`config.mk`:
```
export PLATFORM = sky130hd
export DESIGN_NAME = bootArb
export DESIGN_NICKNAME = d
export VERILOG_FILES = /design/src/rtl/bootArbPkg.sv /design/src/rtl/bootArbWatch.sv /design/src/rtl/bootArbDatapath.sv /design/src/rtl/bootArbCtrl.sv /design/src/rtl/bootArb.sv
export SDC_FILE = /design/constraint.sdc
export NUM_CORES = 1
export LEC_CHECK = 0
export BUFFER_PORTS_ARGS = -buffer_cell sky130_fd_sc_hd__buf_4
export CAP_MARGIN = 25
export CORE_AREA = 3 3 116 118
export CTS_BUF_LIST = sky130_fd_sc_hd__clkbuf_8
export DETAILED_ROUTE_END_ITERATION = 8
export DIE_AREA = 0 0 119 121
export SLEW_MARGIN = 30
export SYNTH_ARGS = -nofsm -noshare
export SYNTH_HDL_FRONTEND = slang
export SYNTH_HIERARCHICAL = 1
export SYNTH_SLANG_ARGS = --single-unit
```
`constraint.sdc`:
```
create_clock -name clk -period 1.2 [get_ports clk]
set_clock_uncertainty 0.05 [all_clocks]
set_input_delay 0.06 -clock clk [delete_from_list [all_inputs] [get_ports clk]]
set_output_delay 0.06 -clock clk [all_outputs]
set_load 0.02 [all_outputs]
```
`src/rtl/bootArbPkg.sv`:
```
package bootArbPkg;

  typedef enum logic [1:0] {
    ST_BOOT = 2'd0,
    ST_LOAD = 2'd1,
    ST_RUN  = 2'd2,
    ST_DONE = 2'd3
  } armState_e;

  // strobes from control to datapath
  typedef struct packed {
    logic go;
  } ctrlStrobe_t;

  // events observed by datapath, consumed by control
  typedef struct packed {
    logic pollHit;
    logic doneHit;
  } watchEvt_t;

endpackage

```
`src/rtl/bootArbWatch.sv`:
```
module bootArbWatch #(
  parameter int AW = 32,
  parameter logic [AW-1:0] MATCH_ADDR = '0
) (
  input  logic [AW-1:0] addr,
  input  logic          strobe,
  output logic          hit
);
  always_comb hit = strobe && (addr == MATCH_ADDR);
endmodule

```
`src/rtl/bootArbDatapath.sv`:
```
module bootArbDatapath
  import bootArbPkg::*;
#(
  parameter int AW = 32,
  parameter int DW = 32,
  parameter logic [AW-1:0] CHECK_ADDR = '0,
  parameter logic [AW-1:0] DONE_ADDR  = '0,
  parameter int GO_BIT = 1
) (
  input  ctrlStrobe_t   ctrl,
  input  logic [AW-1:0] userAddr,
  input  logic [DW-1:0] userWrData,
  input  logic          userWr,
  input  logic          userRd,
  output logic [DW-1:0] userRdData,
  input  logic [AW-1:0] cpuAddr,
  input  logic [DW-1:0] cpuWrData,
  input  logic          cpuWr,
  input  logic          cpuRd,
  output logic [DW-1:0] cpuRdData,
  output logic [AW-1:0] sramAddr,
  output logic [DW-1:0] sramWrData,
  output logic          sramWe,
  output logic          sramOe,
  input  logic [DW-1:0] sramRdData,
  output watchEvt_t     evt
);
  localparam logic [DW-1:0] GO_MASK = DW'(1) << GO_BIT;

  logic pollHit;
  logic doneHit;

  bootArbWatch #(.AW(AW), .MATCH_ADDR(CHECK_ADDR)) pollWatch_i (
    .addr(cpuAddr), .strobe(cpuRd), .hit(pollHit)
  );
  bootArbWatch #(.AW(AW), .MATCH_ADDR(DONE_ADDR)) doneWatch_i (
    .addr(cpuAddr), .strobe(cpuWr), .hit(doneHit)
  );

  always_comb begin
    evt.pollHit = pollHit;
    evt.doneHit = doneHit;
  end

  // ownership mux
  always_comb begin
    if (ctrl.go) begin
      sramAddr   = cpuAddr;
      sramWrData = cpuWrData;
      sramWe     = cpuWr;
      sramOe     = cpuRd && !cpuWr && !pollHit;
    end else begin
      sramAddr   = userAddr;
      sramWrData = userWrData;
      sramWe     = userWr;
      sramOe     = userRd && !userWr;
    end
  end

  // read return paths
  always_comb begin
    userRdData = ctrl.go ? '0 : sramRdData;
    if (pollHit)      cpuRdData = ctrl.go ? GO_MASK : '0;
    else if (ctrl.go) cpuRdData = sramRdData;
    else              cpuRdData = '0;
  end
endmodule

```
`src/rtl/bootArbCtrl.sv`:
```
module bootArbCtrl
  import bootArbPkg::*;
(
  input  logic        clk,
  input  logic        rstN,
  input  logic        userStart,
  input  watchEvt_t   evt,
  output ctrlStrobe_t ctrl,
  output logic        readyMsg,
  output logic        doneMsg
);
  armState_e state, stateNext;
  logic startPend, startPendNext;
  logic readyNext, doneNext;

  always_comb begin
    stateNext     = state;
    startPendNext = startPend;
    readyNext     = 1'b0;
    doneNext      = 1'b0;
    unique case (state)
      ST_BOOT: begin
        if (evt.pollHit) begin
          readyNext     = 1'b1;
          startPendNext = 1'b0;
          stateNext     = (startPend || userStart) ? ST_RUN : ST_LOAD;
        end else if (userStart) begin
          startPendNext = 1'b1;
        end
      end
      ST_LOAD: if (userStart) stateNext = ST_RUN;
      ST_RUN: begin
        if (evt.doneHit) begin
          doneNext  = 1'b1;
          stateNext = ST_DONE;
        end
      end
      ST_DONE: if (userStart) stateNext = ST_RUN;
      default: stateNext = ST_BOOT;
    endcase
  end

  always_ff @(posedge clk or negedge rstN) begin
    if (!rstN) begin
      state     <= ST_BOOT;
      startPend <= 1'b0;
      readyMsg  <= 1'b0;
      doneMsg   <= 1'b0;
    end else begin
      state     <= stateNext;
      startPend <= startPendNext;
      readyMsg  <= readyNext;
      doneMsg   <= doneNext;
    end
  end

  always_comb ctrl.go = (state == ST_RUN);
endmodule

```
`src/rtl/bootArb.sv`:
```
module bootArb
  import bootArbPkg::*;
#(
  parameter int AW = 32,
  parameter int DW = 32,
  parameter logic [AW-1:0] CHECK_ADDR = AW'(32'h0000_0100),
  parameter logic [AW-1:0] DONE_ADDR  = AW'(32'h4000_0000),
  parameter int GO_BIT = 1
) (
  input  logic          clk,
  input  logic          rstN,
  input  logic [AW-1:0] userAddr,
  input  logic [DW-1:0] userWrData,
  input  logic          userWr,
  input  logic          userRd,
  input  logic          userStart,
  output logic [DW-1:0] userRdData,
  input  logic [AW-1:0] cpuAddr,
  input  logic [DW-1:0] cpuWrData,
  input  logic          cpuWr,
  input  logic          cpuRd,
  output logic [DW-1:0] cpuRdData,
  output logic [AW-1:0] sramAddr,
  output logic [DW-1:0] sramWrData,
  output logic          sramWe,
  output logic          sramOe,
  input  logic [DW-1:0] sramRdData,
  output logic          cpuGo,
  output logic          readyMsg,
  output logic          doneMsg
);
  ctrlStrobe_t ctrl;
  watchEvt_t   evt;

  bootArbCtrl ctrl_i (
    .clk(clk), .rstN(rstN), .userStart(userStart), .evt(evt),
    .ctrl(ctrl), .readyMsg(readyMsg), .doneMsg(doneMsg)
  );

  bootArbDatapath #(
    .AW(AW), .DW(DW), .CHECK_ADDR(CHECK_ADDR), .DONE_ADDR(DONE_ADDR), .GO_BIT(GO_BIT)
  ) dp_i (
    .ctrl(ctrl),
    .userAddr(userAddr), .userWrData(userWrData), .userWr(userWr), .userRd(userRd),
    .userRdData(userRdData),
    .cpuAddr(cpuAddr), .cpuWrData(cpuWrData), .cpuWr(cpuWr), .cpuRd(cpuRd),
    .cpuRdData(cpuRdData),
    .sramAddr(sramAddr), .sramWrData(sramWrData), .sramWe(sramWe), .sramOe(sramOe),
    .sramRdData(sramRdData), .evt(evt)
  );

  always_comb cpuGo = ctrl.go;
endmodule

```
# [Word level (Yosys, flattened, before mapping)]
# Cells that the tools add are included.
[totals] in_bits=167 word_cells=45 output_inout_bits=133 register_bits=5
[classes] n_eq_ne=8 reduce_logical=14 n_mux=19
[op_table] op="$mux W32" count=5
[op_table] op="$eq A32 B31 Y1 const B" count=1
[op_table] op="$eq A32 B9 Y1 const B" count=1
[op_table] op="$mux W2" count=5
[op_table] op="$mux W1" count=8
[op_table] op="$pmux W2 S3" count=1
[op_table] op="$logic_and A1 B1 Y1" count=5
[op_table] op="$eq A2 B2 Y1 const B" count=2
[op_table] op="$ne A2 B1 Y1 const B" count=2
[op_table] op="$logic_not A1 Y1" count=3
[op_table] op="$reduce_and A3 Y1" count=1
[op_table] op="$eq A2 B1 Y1 const B" count=1
[op_table] op="$logic_not A2 Y1" count=1
[op_table] op="$ne A2 B2 Y1 const B" count=1
[op_table] op="$reduce_and A2 Y1" count=1
[op_table] op="$reduce_bool A2 Y1" count=1
[op_table] op="$reduce_or A2 Y1" count=1
[op_table] op="$logic_or A1 B1 Y1" count=1

# [Logic depth before layout (Yosys ltp)]
[depth] ltp_word=5 mapped_depth=7

# [Cells and area by module]
# Netlist, hierarchy kept.
[modules_own_cells] mod="bootArbDatapath" seq_area_each_um2=0.0 area_per_inst_um2=1325.0 cells_per_inst=149 n_inst=1
[modules_own_cells] mod="bootArbCtrl" seq_area_each_um2=125.1 area_per_inst_um2=198.9 cells_per_inst=17 n_inst=1
[modules_own_cells] mod="bootArbWatch (dp_i.doneWatch_i)" seq_area_each_um2=0.0 area_per_inst_um2=101.3 cells_per_inst=12 n_inst=1
[modules_own_cells] mod="bootArbWatch (dp_i.pollWatch_i)" seq_area_each_um2=0.0 area_per_inst_um2=87.6 cells_per_inst=12 n_inst=1

# [Worst setup path after synthesis]
# OpenSTA, ideal clock, no wires.
[synth_timing] kind="register -> output" from="register ctrl_i.state[0]" to="output sramAddr[0]" required_time_ns=1.090 arrival_ns=1.414 slack_ns=-0.324 path_stages_with_launch=5 path_buffers=2 cell_sequence="dfrtp_1 -> nor2b_2 -> buf_6 -> buf_6 -> mux2_2"
[synth_between] elab_chain_len=2
[synth_rtl] item="start: declaration" line_no="bootArbCtrl.sv:12" source="armState_e state, stateNext;"
[synth_rtl] item="start signal: assignment" line_no="bootArbCtrl.sv:50" source="state <= stateNext;"
[synth_rtl] item="$eq A2 B2 Y1" line_no="bootArbCtrl.sv:57" source="always_comb ctrl.go = (state == ST_RUN);"
[synth_rtl] item="named net cpuGo" line_no="bootArb.sv:28" source="output logic cpuGo,"
[synth_rtl] item="$mux W32" line_no="bootArbDatapath.sv:47" source="if (ctrl.go) begin"
[synth_rtl] item="end: declaration" line_no="bootArb.sv:23" source="output logic [AW-1:0] sramAddr,"
# The timed path passes the listed nets, and every way through them passes these cells.

# [Worst setup path in the final report]
[layout_timing] from="register ctrl_i.state[0]" to="output cpuRdData[10]"
[layout_between] elab_chain_len=3
[layout_rtl] item="$eq A2 B2 Y1" line_no="bootArbCtrl.sv:57"
[layout_rtl] item="$mux W32" line_no="bootArbDatapath.sv:64" source="else if (ctrl.go) cpuRdData = sramRdData;"
[layout_rtl] item="$mux W32" line_no="bootArbDatapath.sv:63" source="if (pollHit) cpuRdData = ctrl.go ? GO_MASK : '0;"
[layout_rtl] item="end: declaration" line_no="bootArb.sv:22" source="output logic [DW-1:0] cpuRdData,"
# Every way passes these cells.

==> summary.md <==
| Metric | Value |
|---|---|
| Setup CP Type | `reg -> out` |
| Total of buffers placed on input and output ports | `299` |
| Leading cell types by total area after synthesis | `sky130_fd_sc_hd__mux2_2 43%, sky130_fd_sc_hd__and2_1 12%, sky130_fd_sc_hd__nor2b_1 9.1%` |
| Via count of the first global-routing pass | `3012` |
| Detailed Route WL | `12100 um` |
| Pwr dens | `345 nW/um^2` |
| Internal | `0.00131 W` |
| Mapped Nets | `357` |
| Number of antenna violations at the first check in global routing | `0` |
| Die X | `119 um` |
| Worst-case setup slack after placement | `-0.603 ns` |
| Pin count of the biggest net entering global routing | `32` |
| Utilization after layout | `45.3%` |
| Placed wire-length estimate | `9930 um` |
| Placeable core region | `12600 um^2` |
| Least-Margin Pin Slew | `0.362 ns` |
| Final weighted congestion in routability-driven placement | `between 0.7 and 0.8` |
| Fmax | `582 MHz` |
| Min-Delay Path Class | `in -> async` |
| Number of distinct library cells after synthesis | `29` |
| Count of antenna-violating nets left after detailed routing | `0` |
| Required time of the critical path | `1.09 ns` |
| Power share of the clock group | `15.4%` |
| Summed instance area of the synthesized netlist | `approximately 1700 um^2` |
| Failing checks | `negative setup slack` |
| Share of the synthesized area in the top cell type | `between 40% and 50%` |
| Run status | `finished, violations left` |
| Switching power as a share of total power | `33.5%` |
| Global Route met1 Usage | `16.4%` |
| Post-route insts no fill | `around 710` |
| Total instance count after detailed placement | `around 690` |
| Wire length of the first global-routing pass | `16500 um` |
| Sequential group share of total power | `8.6%` |
| Net total in the final layout | `701` |
| Number of optimization iterations in the first detailed-route pass | `4` |
| Flops & latches, synth | `5` |
| Later-pin clock latency in the skew report | `between 0.2 and 0.25 ns` |
| Sequential area share after synthesis | `7.30%` |
| Area added between synthesis and finish | `232%` |
| Most used cells in the layout excluding fill and tap cells | `214 x sky130_fd_sc_hd__buf_4, 125 x sky130_fd_sc_hd__buf_6, 65 x sky130_fd_sc_hd__mux2_4` |
| Switching power | `0.000659 W` |
| Via-to-Cell Ratio | `4.01` |
| Slowest stage cell on the critical path | `sky130_fd_sc_hd__dfrtp_1` |
| Number of setup violations in the final report | `134` |
| Std-Cell Rows | `about 40` |
| Post-detailed-route wirelength per cell | `17.1 um` |
| GRT met2 Usage | `27.8%` |
| Family with the most delay on the worst path | `simple AND/OR/NAND/NOR gates` |
| Diode insertion count for antenna repair | `0` |
| I/O pin total | `300` |
| Clock transition at path regs | `0.04 ns` |
| Deepest clock path buffer count | `2` |
| Count of maximum capacitance violations | `0` |
| Worst rel slew slack | `75.6%` |
| Die span in y | `121 um` |
| Kind of launch point of the worst setup path | `register` |
| Critical path peak fanout | `15` |
| Dominant cell type by area after synthesis | `sky130_fd_sc_hd__mux2_2` |
| Worst vdd rail ir drop | `186 uV` |
| Endpoint arrival time on the critical path | `roughly 1.6 ns` |
| DRC violations left | `0` |
| Shortest clock period the worst path allows after layout | `1.72 ns` |
| Met3 Track Usage GR | `~3.4%` |
| Clock root buffer | `sky130_fd_sc_hd__clkbuf_8` |
| CTS tree | `done` |
| Count of final hold-check violations | `0` |
| Leakage power figure | `2.83 nW` |
| Iteration-0 DRC Markers | `42` |
| CTS H-tree lvls | `1` |
| Fraction of layout cells with a size suffix above 1 | `93.6%` |
| Post-Syn Instances | `190` |
| Critical path cell sequence | `nor2b_4 -> buf_12 -> and2b_4 -> clkbuf_16 -> and2_4 -> buf_6` |
| Global-route congestion overflow total | `0` |
| Number of clock buffers inserted by TritonCTS | `3` |
| Kind of end point of the critical path | `output port` |
| Effective utilization at floorplan | `13.6%` |
| Min setup slack post-route | `-0.517 ns` |
| Synthesized area divided by synthesized cell count | `9.02 um^2` |
| Tcrit/Tclk final | `143%` |
| Global Route Usage Sum | `between 10% and 20%` |
| Count of clock tree sinks | `5` |
| Relative contribution of combinational cells to total power | `76.0%` |
| Count of pins over their slew limit | `0` |
| Number of warnings printed during yosys synthesis | `6` |
| Gr busiest metal | `met2` |
| Die outline area | `14400 um^2` |
| Count of vias placed by the detailed router | `2830` |
| Most common library cell in the layout ignoring fill and taps | `sky130_fd_sc_hd__buf_4` |
| Crit path buf inv count | `3` |
| Largest incremental delay on the critical path | `0.40 ns` |
| Unrepaired setup endpoints after global routing | `yes` |
==> cells by family (layout without fill, tap and decap cells) <==
family | Yosys count | after routing | synth area share (%)
buf+inv | 17 | 360 | 9.06
mux | 65 | 65 | 42.7
flops | 5 | 5 | 7.30
compound gates | 5 | 5 | 2.05
simple gates | 98 | 98 | 38.9
==> synthesized netlist by cell type (all sizes together) <==
cell type and instances:
inv 1, nand2b 1, and4bb 1, dfrtp 5, nor4b 2, and2b 9
nor4 11, and2 33, o21a 1, mux2 65, o21bai 1, buf 14
nor3b 2, a21oi 1, nor2 5, nand4 4, nor3 2, nor2b 26
a31o 1, o22ai 1, or3 2, clkbuf 2
==> worst reg2reg max path: cells and delay by family (launching register included) <==
family,cells,cell delay [ns]
flip-flops,1,0.37
AO/OA/AOI/OAI,1,0.14
buffers and inverters,3,0.48
AND/OR/NAND/NOR,2,0.28
==> power by group through the flow <==
stage / logic (W) / registers (W) / clock network [W]
6_report: 0.00149 / 0.000170 / 0.000303
5_1_grt: 0.00157 / 0.000170 / 0.000322
4_1_cts: 0.00147 / 0.000170 / 0.000314
3_5_place_dp: 0.00135 / 0.000172 / 0
3_3_place_gp: 0.00133 / 0.000172 / 0
2_1_floorplan: 0.000482 / 0.000172 / 0
==> metal layers <==
| metal | part of all wire (%) | up-vias | routed length [um] |
|---|---|---|---|
| met5 | 0 | - | 0 |
| met4 | 0.42 | 0 | 51 |
| met3 | 7.8 | 4 | 938 |
| met2 | 55 | 143 | 6680 |
| met1 | 36 | 1321 | 4390 |
| li1 | - | 1362 | - |
==> final timing paths <==
path	startpoint	endpoint	slack, ns	cells after the start
min reg2reg	ctrl_i/startPend$_DFFE_PN0P_	ctrl_i/startPend$_DFFE_PN0P_	0.52	2
max	ctrl_i/state[0]$_DFFE_PN0P_	cpuRdData[10]	-0.52	6
min	rstN	ctrl_i/doneMsg$_DFF_PN0_	0.13	2
min in group clk	cpuAddr[21]	ctrl_i/doneMsg$_DFF_PN0_	0.22	4
max reg2reg	ctrl_i/state[1]$_DFFE_PN0P_	ctrl_i/state[0]$_DFFE_PN0P_	-0.22	6
max in group asynchronous	rstN	ctrl_i/readyMsg$_DFF_PN0_	0.86	2
==> through the flow <==
step / instance area, um^2 / setup TNS, ns / total power [W] / hold slack (ns)
2_1_floorplan: 2170 / -23.41 / 0.000654 / -0.286
3_3_place_gp: 4810 / -51.59 / 0.00150 / -0.187
3_5_place_dp: 4810 / -53.45 / 0.00152 / -0.185
4_1_cts: 5560 / -64.07 / 0.00195 / 0.133
5_1_grt: 5690 / -68.68 / 0.00206 / 0.140
6_report: 5690 / -61.28 / 0.00197 / 0.134
==> sequential cells by signal, summed over array words and instances, names as in the netlist <==
name              flops
ctrl_i/state          2
ctrl_i/doneMsg        1
ctrl_i/readyMsg       1
ctrl_i/startPend      1
==> final cells by class <==
cell class / instances / area [um^2]
fill: 1206 / 6880
clock inverter: 1 / 3.75
tap: 172 / 215
multi-input combinational: 168 / 1930
sequential: 5 / 125
timing repair buffer: 355 / 3370
clock buffer: 3 / 41.3
inverter: 1 / 3.75
==> repair_timing <==
action	4_1_cts	5_1_grt
pin swaps	7	1
gates resized for setup	127	24
hold buffers	2	0
setup endpoints to repair	136	136
endpoints found under the hold margin	6	0
cloned	4	2
buffers inserted	11	2
(Power assumes the default switching activity.)
